--- src/rtl/hsu_rx_pkg.sv ---
package hsu_rx_pkg;

  localparam int CHR_W  = 8;
  localparam int WORD_W = CHR_W + 3;

  typedef struct packed {
    logic             brk;
    logic             ferr;
    logic [CHR_W-1:0] chr;
  } rx_entry_t;

  // Read word: {brk, ferr, empty, chr}. An empty queue shows only the empty bit.
  function automatic logic [WORD_W-1:0] pack_read(input rx_entry_t e, input logic empty);
    logic [WORD_W-1:0] w;
    if (empty) w = {2'b00, 1'b1, {CHR_W{1'b0}}};
    else       w = {e.brk, e.ferr, 1'b0, e.chr};
    return w;
  endfunction

  // Occupancy update: one in, one out, or both.
  function automatic int unsigned next_count(input int unsigned cnt, input logic in_ok,
                                             input logic out_ok);
    int unsigned n;
    n = cnt;
    if (in_ok && !out_ok) n = cnt + 1;
    if (out_ok && !in_ok) n = cnt - 1;
    return n;
  endfunction

  // Circular index step for any depth.
  function automatic int unsigned wrap_step(input int unsigned idx, input int unsigned depth);
    return (idx == depth - 1) ? 0 : idx + 1;
  endfunction

endpackage

--- src/rtl/hsu_rx_store.sv ---
module hsu_rx_store
  import hsu_rx_pkg::*;
#(
  parameter int DEPTH = 64,
  localparam int PTR_W = $clog2(DEPTH)
) (
  input  logic             clk,
  input  logic             wr_en,
  input  logic [PTR_W-1:0] wr_idx,
  input  rx_entry_t        wr_entry,
  input  logic [PTR_W-1:0] rd_idx,
  output rx_entry_t        rd_entry
);

  rx_entry_t slot [DEPTH];

  always_ff @(posedge clk) begin
    if (wr_en) slot[wr_idx] <= wr_entry;
  end

  assign rd_entry = slot[rd_idx];

endmodule

--- src/rtl/hsu_rx_ctrl.sv ---
module hsu_rx_ctrl
  import hsu_rx_pkg::*;
#(
  parameter int DEPTH = 64,
  localparam int PTR_W = $clog2(DEPTH),
  localparam int CNT_W = $clog2(DEPTH + 1)
) (
  input  logic             clk,
  input  logic             rst_n,
  input  logic             push,
  input  logic             pop,
  output logic             push_ok,
  output logic [PTR_W-1:0] wr_idx,
  output logic [PTR_W-1:0] rd_idx,
  output logic [CNT_W-1:0] count,
  output logic             empty,
  output logic             ovr_q
);

  logic full;
  logic pop_ok;
  logic drop;

  assign empty   = (count == '0);
  assign full    = (count == CNT_W'(DEPTH));
  assign pop_ok  = pop && !empty;
  assign push_ok = push && (!full || pop_ok);
  assign drop    = push && !push_ok;

  always_ff @(posedge clk or negedge rst_n) begin
    if (!rst_n) begin
      wr_idx <= '0;
      rd_idx <= '0;
      count  <= '0;
      ovr_q  <= 1'b0;
    end else begin
      if (push_ok) wr_idx <= PTR_W'(wrap_step(int'(wr_idx), DEPTH));
      if (pop_ok)  rd_idx <= PTR_W'(wrap_step(int'(rd_idx), DEPTH));
      count <= CNT_W'(next_count(int'(count), push_ok, pop_ok));
      ovr_q <= drop;
    end
  end

  // occupancy bounded by the depth
  p_no_overflow_r7: assert property (@(posedge clk) disable iff (!rst_n)
    count <= CNT_W'(DEPTH));

  // occupancy moves by at most one per cycle
  p_count_step_r7: assert property (@(posedge clk) disable iff (!rst_n)
    (count == $past(count)) || (count == $past(count) + 1'b1) || (count + 1'b1 == $past(count)));

  // a strobe into a full queue without a pop is flagged next cycle
  p_drop_flag_r5: assert property (@(posedge clk) disable iff (!rst_n)
    (push && full && !pop) |=> (ovr_q && count == CNT_W'(DEPTH)));

  // the flag only follows a full queue
  p_flag_cause_r5: assert property (@(posedge clk) disable iff (!rst_n)
    ovr_q |-> $past(full));

  // a pop on an empty queue leaves it empty
  p_empty_pop_r4: assert property (@(posedge clk) disable iff (!rst_n)
    (pop && empty && !push) |=> (count == '0 && $stable(rd_idx)));

endmodule

--- src/rtl/hsu_rx_pack.sv ---
module hsu_rx_pack
  import hsu_rx_pkg::*;
#(
  parameter int DEPTH = 64,
  parameter int LVL_W = 8,
  localparam int CNT_W = $clog2(DEPTH + 1)
) (
  input  rx_entry_t          head,
  input  logic               empty,
  input  logic [CNT_W-1:0]   rx_count,
  input  logic [CNT_W-1:0]   tx_count,
  output logic [WORD_W-1:0]  rd_word,
  output logic [2*LVL_W-1:0] level_word
);

  assign rd_word    = pack_read(head, empty);
  assign level_word = {LVL_W'(tx_count), LVL_W'(rx_count)};

endmodule

--- src/rtl/hsu_rx_fifo.sv ---
module hsu_rx_fifo
  import hsu_rx_pkg::*;
#(
  parameter int DEPTH = 64,
  parameter int LVL_W = 8,
  localparam int PTR_W = $clog2(DEPTH),
  localparam int CNT_W = $clog2(DEPTH + 1)
) (
  input  logic               clk,
  input  logic               rst_n,
  input  logic               chr_stb,
  input  logic [CHR_W-1:0]   chr_data,
  input  logic               chr_ferr,
  input  logic               chr_brk,
  input  logic               pop,
  input  logic [CNT_W-1:0]   tx_level,
  output logic [WORD_W-1:0]  rd_word,
  output logic [2*LVL_W-1:0] level_word,
  output logic               ovr_pulse
);

  logic             push_ok;
  logic [PTR_W-1:0] wr_idx;
  logic [PTR_W-1:0] rd_idx;
  logic [CNT_W-1:0] rx_count;
  logic             empty;
  rx_entry_t        wr_entry;
  rx_entry_t        head;

  assign wr_entry = '{brk: chr_brk, ferr: chr_ferr, chr: chr_data};

  hsu_rx_ctrl #(.DEPTH(DEPTH)) u_ctrl (
    .clk(clk), .rst_n(rst_n), .push(chr_stb), .pop(pop), .push_ok(push_ok),
    .wr_idx(wr_idx), .rd_idx(rd_idx), .count(rx_count), .empty(empty), .ovr_q(ovr_pulse)
  );

  hsu_rx_store #(.DEPTH(DEPTH)) u_store (
    .clk(clk), .wr_en(push_ok), .wr_idx(wr_idx), .wr_entry(wr_entry),
    .rd_idx(rd_idx), .rd_entry(head)
  );

  hsu_rx_pack #(.DEPTH(DEPTH), .LVL_W(LVL_W)) u_pack (
    .head(head), .empty(empty), .rx_count(rx_count), .tx_count(tx_level),
    .rd_word(rd_word), .level_word(level_word)
  );

  // the empty bit of the read word agrees with the reported occupancy
  p_empty_match_r2: assert property (@(posedge clk) disable iff (!rst_n)
    rd_word[CHR_W] == (level_word[LVL_W-1:0] == '0));

  // an empty read word carries nothing but the empty bit
  p_empty_clean_r4: assert property (@(posedge clk) disable iff (!rst_n)
    rd_word[CHR_W] |-> (rd_word[CHR_W-1:0] == '0 && rd_word[WORD_W-1:CHR_W+1] == '0));

endmodule

--- config.mk ---
export PLATFORM = sky130hd
export DESIGN_NAME = hsu_rx_fifo
export DESIGN_NICKNAME = d
export VERILOG_FILES = /design/src/rtl/hsu_rx_pkg.sv /design/src/rtl/hsu_rx_store.sv /design/src/rtl/hsu_rx_ctrl.sv /design/src/rtl/hsu_rx_pack.sv /design/src/rtl/hsu_rx_fifo.sv
export SDC_FILE = /design/constraint.sdc
export NUM_CORES = 1
export LEC_CHECK = 0
export ABC_AREA = 1
export BUFFER_PORTS_ARGS = -buffer_cell sky130_fd_sc_hd__buf_2
export CAP_MARGIN = 20
export CORE_MARGIN = 5
export CORE_UTILIZATION = 56
export DETAILED_ROUTE_END_ITERATION = 6
export PLACE_DENSITY_LB_ADDON = 0.12
export RECOVER_POWER = 25
export SETUP_SLACK_MARGIN = 0.5
export SLEW_MARGIN = 20
export SYNTH_ARGS = -nofsm -noshare
export SYNTH_HDL_FRONTEND = slang
export SYNTH_SLANG_ARGS = --single-unit
--- constraint.sdc ---
create_clock -name clk -period 6 [get_ports clk]
set_input_delay 0.9 -clock clk [delete_from_list [all_inputs] [get_ports clk]]
set_output_delay 0.9 -clock clk [all_outputs]
set_load 0.05 [all_outputs]
==> results of run 1 <==
-- final cells by class --
type | instances | area (um^2)
clock inverter | 24 | 210
multi-input combinational | 1674 | 6980
inverter | 262 | 993
fill | 4084 | 19200
timing repair buffer | 59 | 382
sequential | 660 | 19700
tap | 672 | 841
clock buffer | 97 | 1940
-- power groups by stage --
stage,combinational (W),clock [W],sequential [W]
2_1_floorplan,0.00301,0,0.00552
3_3_place_gp,0.00434,0,0.00551
6_report,0.00441,0.00413,0.00543
5_1_grt,0.00479,0.00438,0.00545
3_5_place_dp,0.00436,0,0.00551
4_1_cts,0.00438,0.00418,0.00542
-- sequential cells by signal, summed over array words and instances (netlist names) --
signal and count:
u_ctrl.count 7, u_ctrl.wr_idx 6, u_ctrl.ovr_q 1, u_store.slot 640
u_ctrl.rd_idx 6
-- layout by cell type (no fill, tap or decap), drive strengths merged, types with 5 or more instances in the layout --
master  count
o21ai      74
nand3     289
dfrtp      20
xor2        5
buf        50
inv       263
nand2     987
nor2      265
ha          7
clkinv     18
a21oi      22
clkbuf    106
edfxtp    640
nand4       8
-- cells by family after synthesis --
group | Yosys count | synth area share, %
AO/OA/AOI/OAI | 97 | 1.74
XOR/XNOR | 8 | 0.245
adder cells (fa/ha/maj) | 8 | 0.377
buffers and inverters | 405 | 6.55
flip-flops | 660 | 69.1
other | 1 | 0.0131
AND/OR/NAND/NOR | 1559 | 22.0
-- final timing paths --
kind,depth (start not counted),endpoint,slack (ns)
max,13,rd_word[2],1.08
min,2,u_ctrl.rd_idx[5]$_DFFE_PN0N_,0.55
max reg2reg,6,u_store.slot[3][6]$_DFFE_PP_,2.23
min reg2reg,2,u_ctrl.rd_idx[5]$_DFFE_PN0N_,0.55
max in group asynchronous,1,u_ctrl.rd_idx[1]$_DFFE_PN0N_,4.38
min in group asynchronous,1,u_ctrl.rd_idx[5]$_DFFE_PN0N_,0.61
-- worst reg2reg max path: cells and delay by family, from the launching register on --
family / cells / cell delay, ns
simple gates: 6 / 2.93
flops: 1 / 0.46
-- synth_stat cells (7+ instances only) --
master,count,share of area [%]
o21ai_1,29,0.51
dfrtp_1,20,1.8
ha_1,7,0.31
buf_4,39,1.0
buf_6,14,0.55
inv_1,257,3.4
buf_2,65,1.1
nand3_1,288,5.0
edfxtp_1,640,67
a21oi_1,20,0.35
nand2_1,987,13
nor2_1,261,3.4
o21ai_0,45,0.79
clkbuf_1,20,0.26
-- layer usage --
layer	global-route usage (%)	vias up
li1	-	8940
met1	37.2	9194
met2	39.5	817
met3	3.97	113
met4	8.15	0
met5	0	-
-- metrics by stage --
step	cells	utilization [%]	total power, W	setup slack, ns
global placement	3326	57.6	0.00984	1.80
global route	3448	61.8	0.0146	0.901
detailed placement	3326	57.6	0.00987	1.81
floorplan	2739	-	0.00853	3.03
finish	3448	61.8	0.0140	1.08
CTS	3447	61.8	0.0140	1.16
==> impl_metrics.json, run 1 <==
{
  "grt_pass1_wl_mm": 109,
  "hpwl_mm": 38.9,
  "startpoint": "u_ctrl.rd_idx[0]$_DFFE_PN0N_",
  "grt_pass1_vias": 17949,
  "vias": 19064,
  "cts_tree": "built",
  "crit_type": "reg -> out",
  "switchingPower_w": 0.00520,
  "crit_slowest_cell": "inv_8",
  "ys_types": 33,
  "drc": 0,
  "critical_path.top_delay_family": "buffers and inverters",
  "die_w_um": 236,
  "hold_path.class": "reg -> reg",
  "synthCells": 2738,
  "fin_worst_skew_ns": 0.0228,
  "rows": 82,
  "slew_headroom_pct": -144,
  "finalSetupViolations": 0,
  "grt_max_degree": 202,
  "hold_buffers": 0,
  "async_reset_ff_share_pct": 3.03,
  "status": "complete, but fails checks",
  "p_leak_nw": 12.5,
  "fmax_mhz": 203,
  "first_pass_iters": 7,
  "finalMaxSlewViolations": 520,
  "insertion_delay_ns": 0.61,
  "numPortBuffers": 32,
  "diodes": 0,
  "end_kind": "output pin",
  "avgSynthCellArea_um2": 10.4,
  "yosysSeqAreaShare_pct": 69.1,
  "via_per_inst": 5.53,
  "io_pins": 49,
  "cts-root-buf": "clkbuf_16",
  "numCtsBuffers": 69,
  "ys_seq_elements": 660,
  "htree_levels": 3,
  "wire_per_inst_um": 20.8,
  "routed.top_layer": "met4",
  "finalHoldViolCount": 0,
  "ys_warn_count": 0,
  "crit_path_start_kind": "flip-flop",
  "fin_hold_ws_ns": 0.549,
  "pwr-share-comb_pct": 31.6,
  "min-delay-start": "u_ctrl.rd_idx[5]$_DFFE_PN0N_",
  "overflow": 0,
  "fin_crit_ns": 4.92,
  "final_area_mm2": 0.0311,
  "required_ns": 5.10,
  "drive_gt1_share_pct": 5.69,
  "tightest_slew_ns": 3.66,
  "clock-sinks": 660,
  "initial_core_util_pct": 56.8,
  "grt_antenna_before_repair": 0,
  "nets": 2755,
  "drt_iter0_drc": 2244,
  "die_h_um": 236,
  "worstPathCellList": "inv_8 -> buf_12 -> nand2_1 -> nand2_1 -> nand2_1 -> nand3_1 -> nand3_1 -> nand2_1 -> nand2_1 -> nand2_1 -> nor2_1 -> nor2_1 -> buf_2",
  "wl_met1_mm": 30.7,
  "power-per-cell-area_mw_per_mm2": 450,
  "crit_top_cell": "nand2_1",
  "clk_path_buf_depth": 3,
  "die_area_mm2": 0.0556,
  "power.internal_w": 0.00878,
  "final_antenna_net_count": 0,
  "dpl_cell_area_mm2": 0.0289,
  "netSwitchingFraction_pct": 37.2,
  "ctsResizeCount": 0,
  "path_buf_inv": 3,
  "power_frac_seq_pct": 38.8,
  "wl_met2_mm": 33.4,
  "max_stage_delay_ns": 0.71,
  "track_usage_pct": 25.3,
  "path_clk_slew_ns": 0.07,
  "min_period_over_period_pct": 82.0,
  "power_frac_clock_pct": 29.6,
  "syn_to_final_growth_pct": 8.81,
  "vdd_drop_max_v": 0.000458,
  "reg2reg_from": "u_ctrl.count[0]$_DFFE_PN0P_",
  "route.met3.wl_mm": 5.81,
  "core_mm2": 0.0503,
  "wirelength_mm": 71.7,
  "syn_area_mm2": 0.0286,
  "cp_max_fo": 154,
  "gp_congestion": 0.876,
  "synth_edf_count": 640,
  "synth-main-ff-cell": "edfxtp_1",
  "violations": "max-capacitance violations, max-slew violations",
  "cts_setup_buffers": 0,
  "final.setup.tns_ns": 0,
  "maxCapViolations": 8,
  "worstPathArrival_ns": 4.02,
  "rsz0062_at_grt": "false"
}
(Power assumes the default switching activity.)
==> run 2, diff against run 1 <==
- clock period: 6 -> 4.8 ns (I/O delays scaled with it)
==> run 2 against run 1 <==
  * The flow still finishes with violations (max-capacitance violations, max-slew violations)
  * Sequential power up 25%
  * Die area unchanged
  * First-iteration DRC count down 4.5%
==> impl_metrics.json, run 2 (synthesized netlist as in run 1, its figures left out) <==
{
  "status": "complete, but fails checks",
  "violations": "max-capacitance violations, max-slew violations",
  "multi_input_area_mm2": 0.00697,
  "core_mm2": 0.0503,
  "initial_core_util_pct": 56.8,
  "grt_pass1_vias": 18542,
  "place_ws_ns": 1.22,
  "p_leak_nw": 12.7,
  "track_usage_pct": 26.0,
  "io_pins": 49,
  "cts_setup_buffers": 0,
  "clock-sinks": 660,
  "die_w_um": 236,
  "rows": 82,
  "insertion_delay_ns": 0.60,
  "top_register": "u_store.slot",
  "crit_type": "reg -> out",
  "crit_slowest_cell": "dfrtp_2",
  "tightest_slew_ns": 3.43,
  "hpwl_mm": 43.0,
  "cts_tree": "built",
  "finalHoldViolCount": 0,
  "drive_gt1_share_pct": 6.93,
  "ctsResizeCount": 0,
  "r2r_cells": 6,
  "numCtsBuffers": 69,
  "path_clk_slew_ns": 0.06,
  "drt_iter0_drc": 2144,
  "power_w": 0.0176,
  "gp_congestion": 0.869,
  "cts-root-buf": "clkbuf_16",
  "slew_headroom_pct": -129,
  "power-per-cell-area_mw_per_mm2": 560,
  "die_area_mm2": 0.0556,
  "worst_slack_ns": 0.611,
  "maxCapViolations": 9,
  "min_period_over_period_pct": 87.3,
  "fmax_mhz": 239,
  "wirelength_mm": 73.2,
  "required_ns": 4.08,
  "largest_reg_flops": 640,
  "grt_antenna_before_repair": 0,
  "regArea_mm2": 0.0197,
  "path_buf_inv": 3,
  "hold_buffers": 0,
  "fin_worst_skew_ns": 0.0224,
  "layout_commonest_cell": "nand2_1",
  "final_area_mm2": 0.0314,
  "worstPathCellList": "inv_2 -> nand3_1 -> nand3_1 -> nand2_1 -> nand2_1 -> nand2_1 -> inv_1 -> a21oi_1 -> buf_2",
  "die_h_um": 236,
  "worstPathArrival_ns": 3.47,
  "vias": 19205,
  "finalSetupViolations": 0,
  "grt_pass1_wl_mm": 111,
  "crit_path_start_kind": "flip-flop",
  "dpl_cell_area_mm2": 0.0293,
  "hold_path.class": "in -> async",
  "crit_cells": 9,
  "via_per_inst": 5.51,
  "grt_max_degree": 174,
  "wire_per_inst_um": 21.0,
  "htree_levels": 3,
  "final.setup.tns_ns": 0,
  "fin_crit_ns": 4.19,
  "diodes": 0,
  "largestRegisters": "u_store.slot: 640 flops, u_ctrl.count: 7 flops",
  "clk_path_buf_depth": 3,
  "numPortBuffers": 32,
  "syn_to_final_growth_pct": 10.1,
  "crit_top_cell": "nand2_1",
  "finalMaxSlewViolations": 320,
  "overflow": 0,
  "critical_path.top_delay_family": "buffers and inverters",
  "vdd_drop_max_v": 0.000409,
  "rsz0062_at_grt": "false",
  "first_pass_iters": 6,
  "cp_max_fo": 35,
  "final_cell_mix": "987 x nand2_1, 640 x edfxtp_1, 288 x nand3_1, 261 x nor2_1, 257 x inv_1",
  "nets": 2795,
  "fin_hold_ws_ns": 0.393,
  "max_stage_delay_ns": 0.81,
  "end_kind": "output pin",
  "drc": 0,
  "fill_cells": 4040,
  "final_antenna_net_count": 0
}
## run 2: path summary, 6_finish.rpt
kind / start / endpoint / slack (ns)
max in group asynchronous: rst_n / u_ctrl.rd_idx[1]$_DFFE_PN0N_ / 3.50
max: u_ctrl.rd_idx[2]$_DFFE_PN0N_ / rd_word[9] / 0.61
max reg2reg: u_ctrl.count[0]$_DFFE_PN0P_ / u_store.slot[23][2]$_DFFE_PP_ / 1.53
min: rst_n / u_ctrl.count[0]$_DFFE_PN0P_ / 0.39
min in group clk: chr_stb / u_ctrl.ovr_q$_DFF_PN0_ / 0.44
min reg2reg: u_ctrl.rd_idx[5]$_DFFE_PN0N_ / u_ctrl.rd_idx[5]$_DFFE_PN0N_ / 0.54
## run 2: through the flow
step | util, % | instances
floorplan | - | 2739
global placement | 58.2 | 3367
detailed placement | 58.2 | 3367
CTS | 62.5 | 3487
global route | 62.5 | 3487
finish | 62.5 | 3487
## run 2: cell type report
class	count	area share, %
well taps	672	2.68
flip-flops and latches	660	62.8
clock buffers	93	6.05
multi-input cells	1674	22.2
repair buffers	99	2.36
inverters	262	3.18
clock inverters	27	0.792
## run 2: where the power goes
part           switching (W)  leakage (nW)  internal [W]
clock                0.00211          1.05       0.00304
sequential          0.000203          5.99       0.00658
combinational        0.00423          5.68       0.00142
## run 2: worst register-to-register path, cell delays in order (launching register included)
cell	delay, ns
dfrtp_1	0.45
nor2_1	0.09
nand3_2	0.10
nor2_1	0.06
nor2_2	0.51
nand2_1	0.68
nor2_1	1.02
## run 2: metal layers
metal	global-route usage [%]	part of all wire [%]
met5	0	0
met4	7.35	2.3
met3	4.16	8.2
met2	40.4	46
met1	38.6	43
==> run 3, diff against run 2 <==
- CORE_UTILIZATION: 56 -> 36
==> run 3 against run 2 <==
  * The flow still finishes with violations (max-capacitance violations, max-slew violations)
  * Flip-flop and latch count is the same
  * Critical path depth increased by 2
  * Combinational power up 4.1%
  * Total power up 4.0%
  * First-iteration DRC count down 27%
  * Fmax grew 1.7%
  * Clock skew increased by 0.0035 ns
  * Global-route usage fell by 6.9 points
  * Via count is 0.67% lower
  * Wire length up 15%
  * Die area up 53%
  * Final area up 3.4%
==> impl_metrics.json, run 3 (synthesized netlist as in run 1, its figures left out) <==
{
  "end_kind": "output pin",
  "rows": 103,
  "min_period_over_period_pct": 85.8,
  "die_h_um": 292,
  "largest_reg_flops": 640,
  "layout_commonest_cell": "nand2_1",
  "crit_path_start_kind": "flip-flop",
  "hold_path.class": "in -> async",
  "tightest_slew_ns": 2.51,
  "drc": 0,
  "core_mm2": 0.0789,
  "grt_max_degree": 166,
  "finalMaxSlewViolations": 240,
  "wire_per_inst_um": 21.4,
  "final_cell_mix": "987 x nand2_1, 640 x edfxtp_1, 288 x nand3_1, 259 x nor2_1, 256 x inv_1",
  "clk_path_buf_depth": 3,
  "required_ns": 4.08,
  "numCtsBuffers": 72,
  "hold_buffers": 0,
  "p_leak_nw": 13.0,
  "io_pins": 49,
  "finalSetupViolations": 0,
  "grt_pass1_wl_mm": 123,
  "status": "complete, but fails checks",
  "initial_core_util_pct": 36.2,
  "hpwl_mm": 49.5,
  "maxCapViolations": 8,
  "die_area_mm2": 0.0850,
  "cp_max_fo": 102,
  "gp_congestion": 0.840,
  "syn_to_final_growth_pct": 13.8,
  "diodes": 0,
  "worstPathArrival_ns": 3.40,
  "cts_tree": "built",
  "grt_antenna_before_repair": 2,
  "first_pass_iters": 5,
  "fmax_mhz": 243,
  "finalHoldViolCount": 0,
  "slew_headroom_pct": -67.2,
  "wirelength_mm": 83.9,
  "top_register": "u_store.slot",
  "htree_levels": 3,
  "vias": 19077,
  "clock-sinks": 660,
  "vdd_drop_max_v": 0.000720,
  "via_per_inst": 4.87,
  "path_clk_slew_ns": 0.06,
  "rsz0062_at_grt": "false",
  "fin_hold_ws_ns": 0.356,
  "grt_pass1_vias": 19093,
  "numPortBuffers": 32,
  "drive_gt1_share_pct": 8.73,
  "fin_worst_skew_ns": 0.0259,
  "crit_type": "reg -> out",
  "final.setup.tns_ns": 0,
  "nets": 2834,
  "track_usage_pct": 19.0,
  "die_w_um": 292,
  "cts-root-buf": "clkbuf_16",
  "fin_crit_ns": 4.12,
  "largestRegisters": "u_store.slot: 640 flops, u_ctrl.count: 7 flops",
  "final_antenna_net_count": 0,
  "violations": "max-capacitance violations, max-slew violations",
  "overflow": 0,
  "drt_iter0_drc": 1560,
  "power-per-cell-area_mw_per_mm2": 563,
  "insertion_delay_ns": 0.61
}
## run 3: cell types whose count changed in the layout (fill, tap and decap cells not counted), moves of 3 or more
cell / change
buf_4: +29
clkinvlp_4: +3
clkbuf_8: +3
buf_12: -3
bufinv_16: +3
inv_6: +3
clkinv_2: +5
## run 3: layout make-up
class                           count  area, um^2
Timing Repair Buffer              135        1080
Clock buffer                       91        1920
Inverter                          262        1020
Fill cell                        7677       46400
Clock inverter                     42         454
Multi-Input combinational cell   1674        6970
Sequential cell                   660       19700
Tap cell                         1050        1310
## run 3: final timing paths
kind                                              startpoint                             to  slack, ns  cells after the start
worst max-delay path            u_ctrl.rd_idx[0]$_DFFE_PN0N_                     rd_word[2]       0.68                     11
worst min-delay path                                   rst_n    u_ctrl.count[4]$_DFFE_PN0P_       0.36                      1
worst max register to register   u_ctrl.count[0]$_DFFE_PN0P_  u_store.slot[17][0]$_DFFE_PP_       1.34                      7
worst min register to register  u_ctrl.rd_idx[5]$_DFFE_PN0N_   u_ctrl.rd_idx[5]$_DFFE_PN0N_       0.57                      2
max in group asynchronous                              rst_n   u_ctrl.rd_idx[0]$_DFFE_PN0N_       3.53                      1
min in group clk                                     chr_stb         u_ctrl.ovr_q$_DFF_PN0_       0.40                      3
## run 3: where the power goes
| part | leakage (nW) | total, W | switching (W) | internal (W) |
|---|---|---|---|---|
| registers | 5.99 | 0.00679 | 0.000209 | 0.00658 |
| clock network | 1.17 | 0.00562 | 0.00232 | 0.00330 |
| logic | 5.89 | 0.00588 | 0.00438 | 0.00150 |
| total | 13.0 | 0.0183 | 0.00691 | 0.0114 |
## run 3: repair_timing
| action | CTS | global route |
|---|---|---|
| buffers inserted | 0 | 1 |
| setup endpoints to repair | 4 | 10 |
| cloned | 1 | 2 |
| resized for setup | 3 | 10 |
## run 3: metrics by stage
step | utilization (%) | area [um^2] | total power (W) | cells | setup WS [ns]
2_1_floorplan | - | 28600 | 0.0107 | 2739 | 2.01
3_3_place_gp | 38.0 | 30000 | 0.0127 | 3777 | 0.972
3_5_place_dp | 38.0 | 30000 | 0.0127 | 3777 | 0.943
4_1_cts | 41.1 | 32400 | 0.0184 | 3911 | 0.488
5_1_grt | 41.2 | 32500 | 0.0193 | 3914 | 0.500
6_report | 41.2 | 32500 | 0.0183 | 3914 | 0.680
## run 3: critical path, stage by stage (launching register included)
cell	delay, ns
dfrtp_4	0.59
inv_16	0.33
buf_12	0.37
o21ai_1	0.19
nand2_1	0.11
nor2_1	0.05
nor2_1	0.36
nor2_1	0.10
nor2_1	0.15
nor2_1	0.06
nor2_1	0.13
buf_2	0.28
## run 3: routing by layer
| metal | up-vias | track usage (%) | routed length, um |
|---|---|---|---|
| li1 | 9109 | - | - |
| met1 | 9430 | 25.9 | 37000 |
| met4 | 2 | 5.36 | 2070 |
| met2 | 437 | 32.0 | 40700 |
| met5 | - | 0 | 7 |
| met3 | 99 | 2.97 | 4090 |
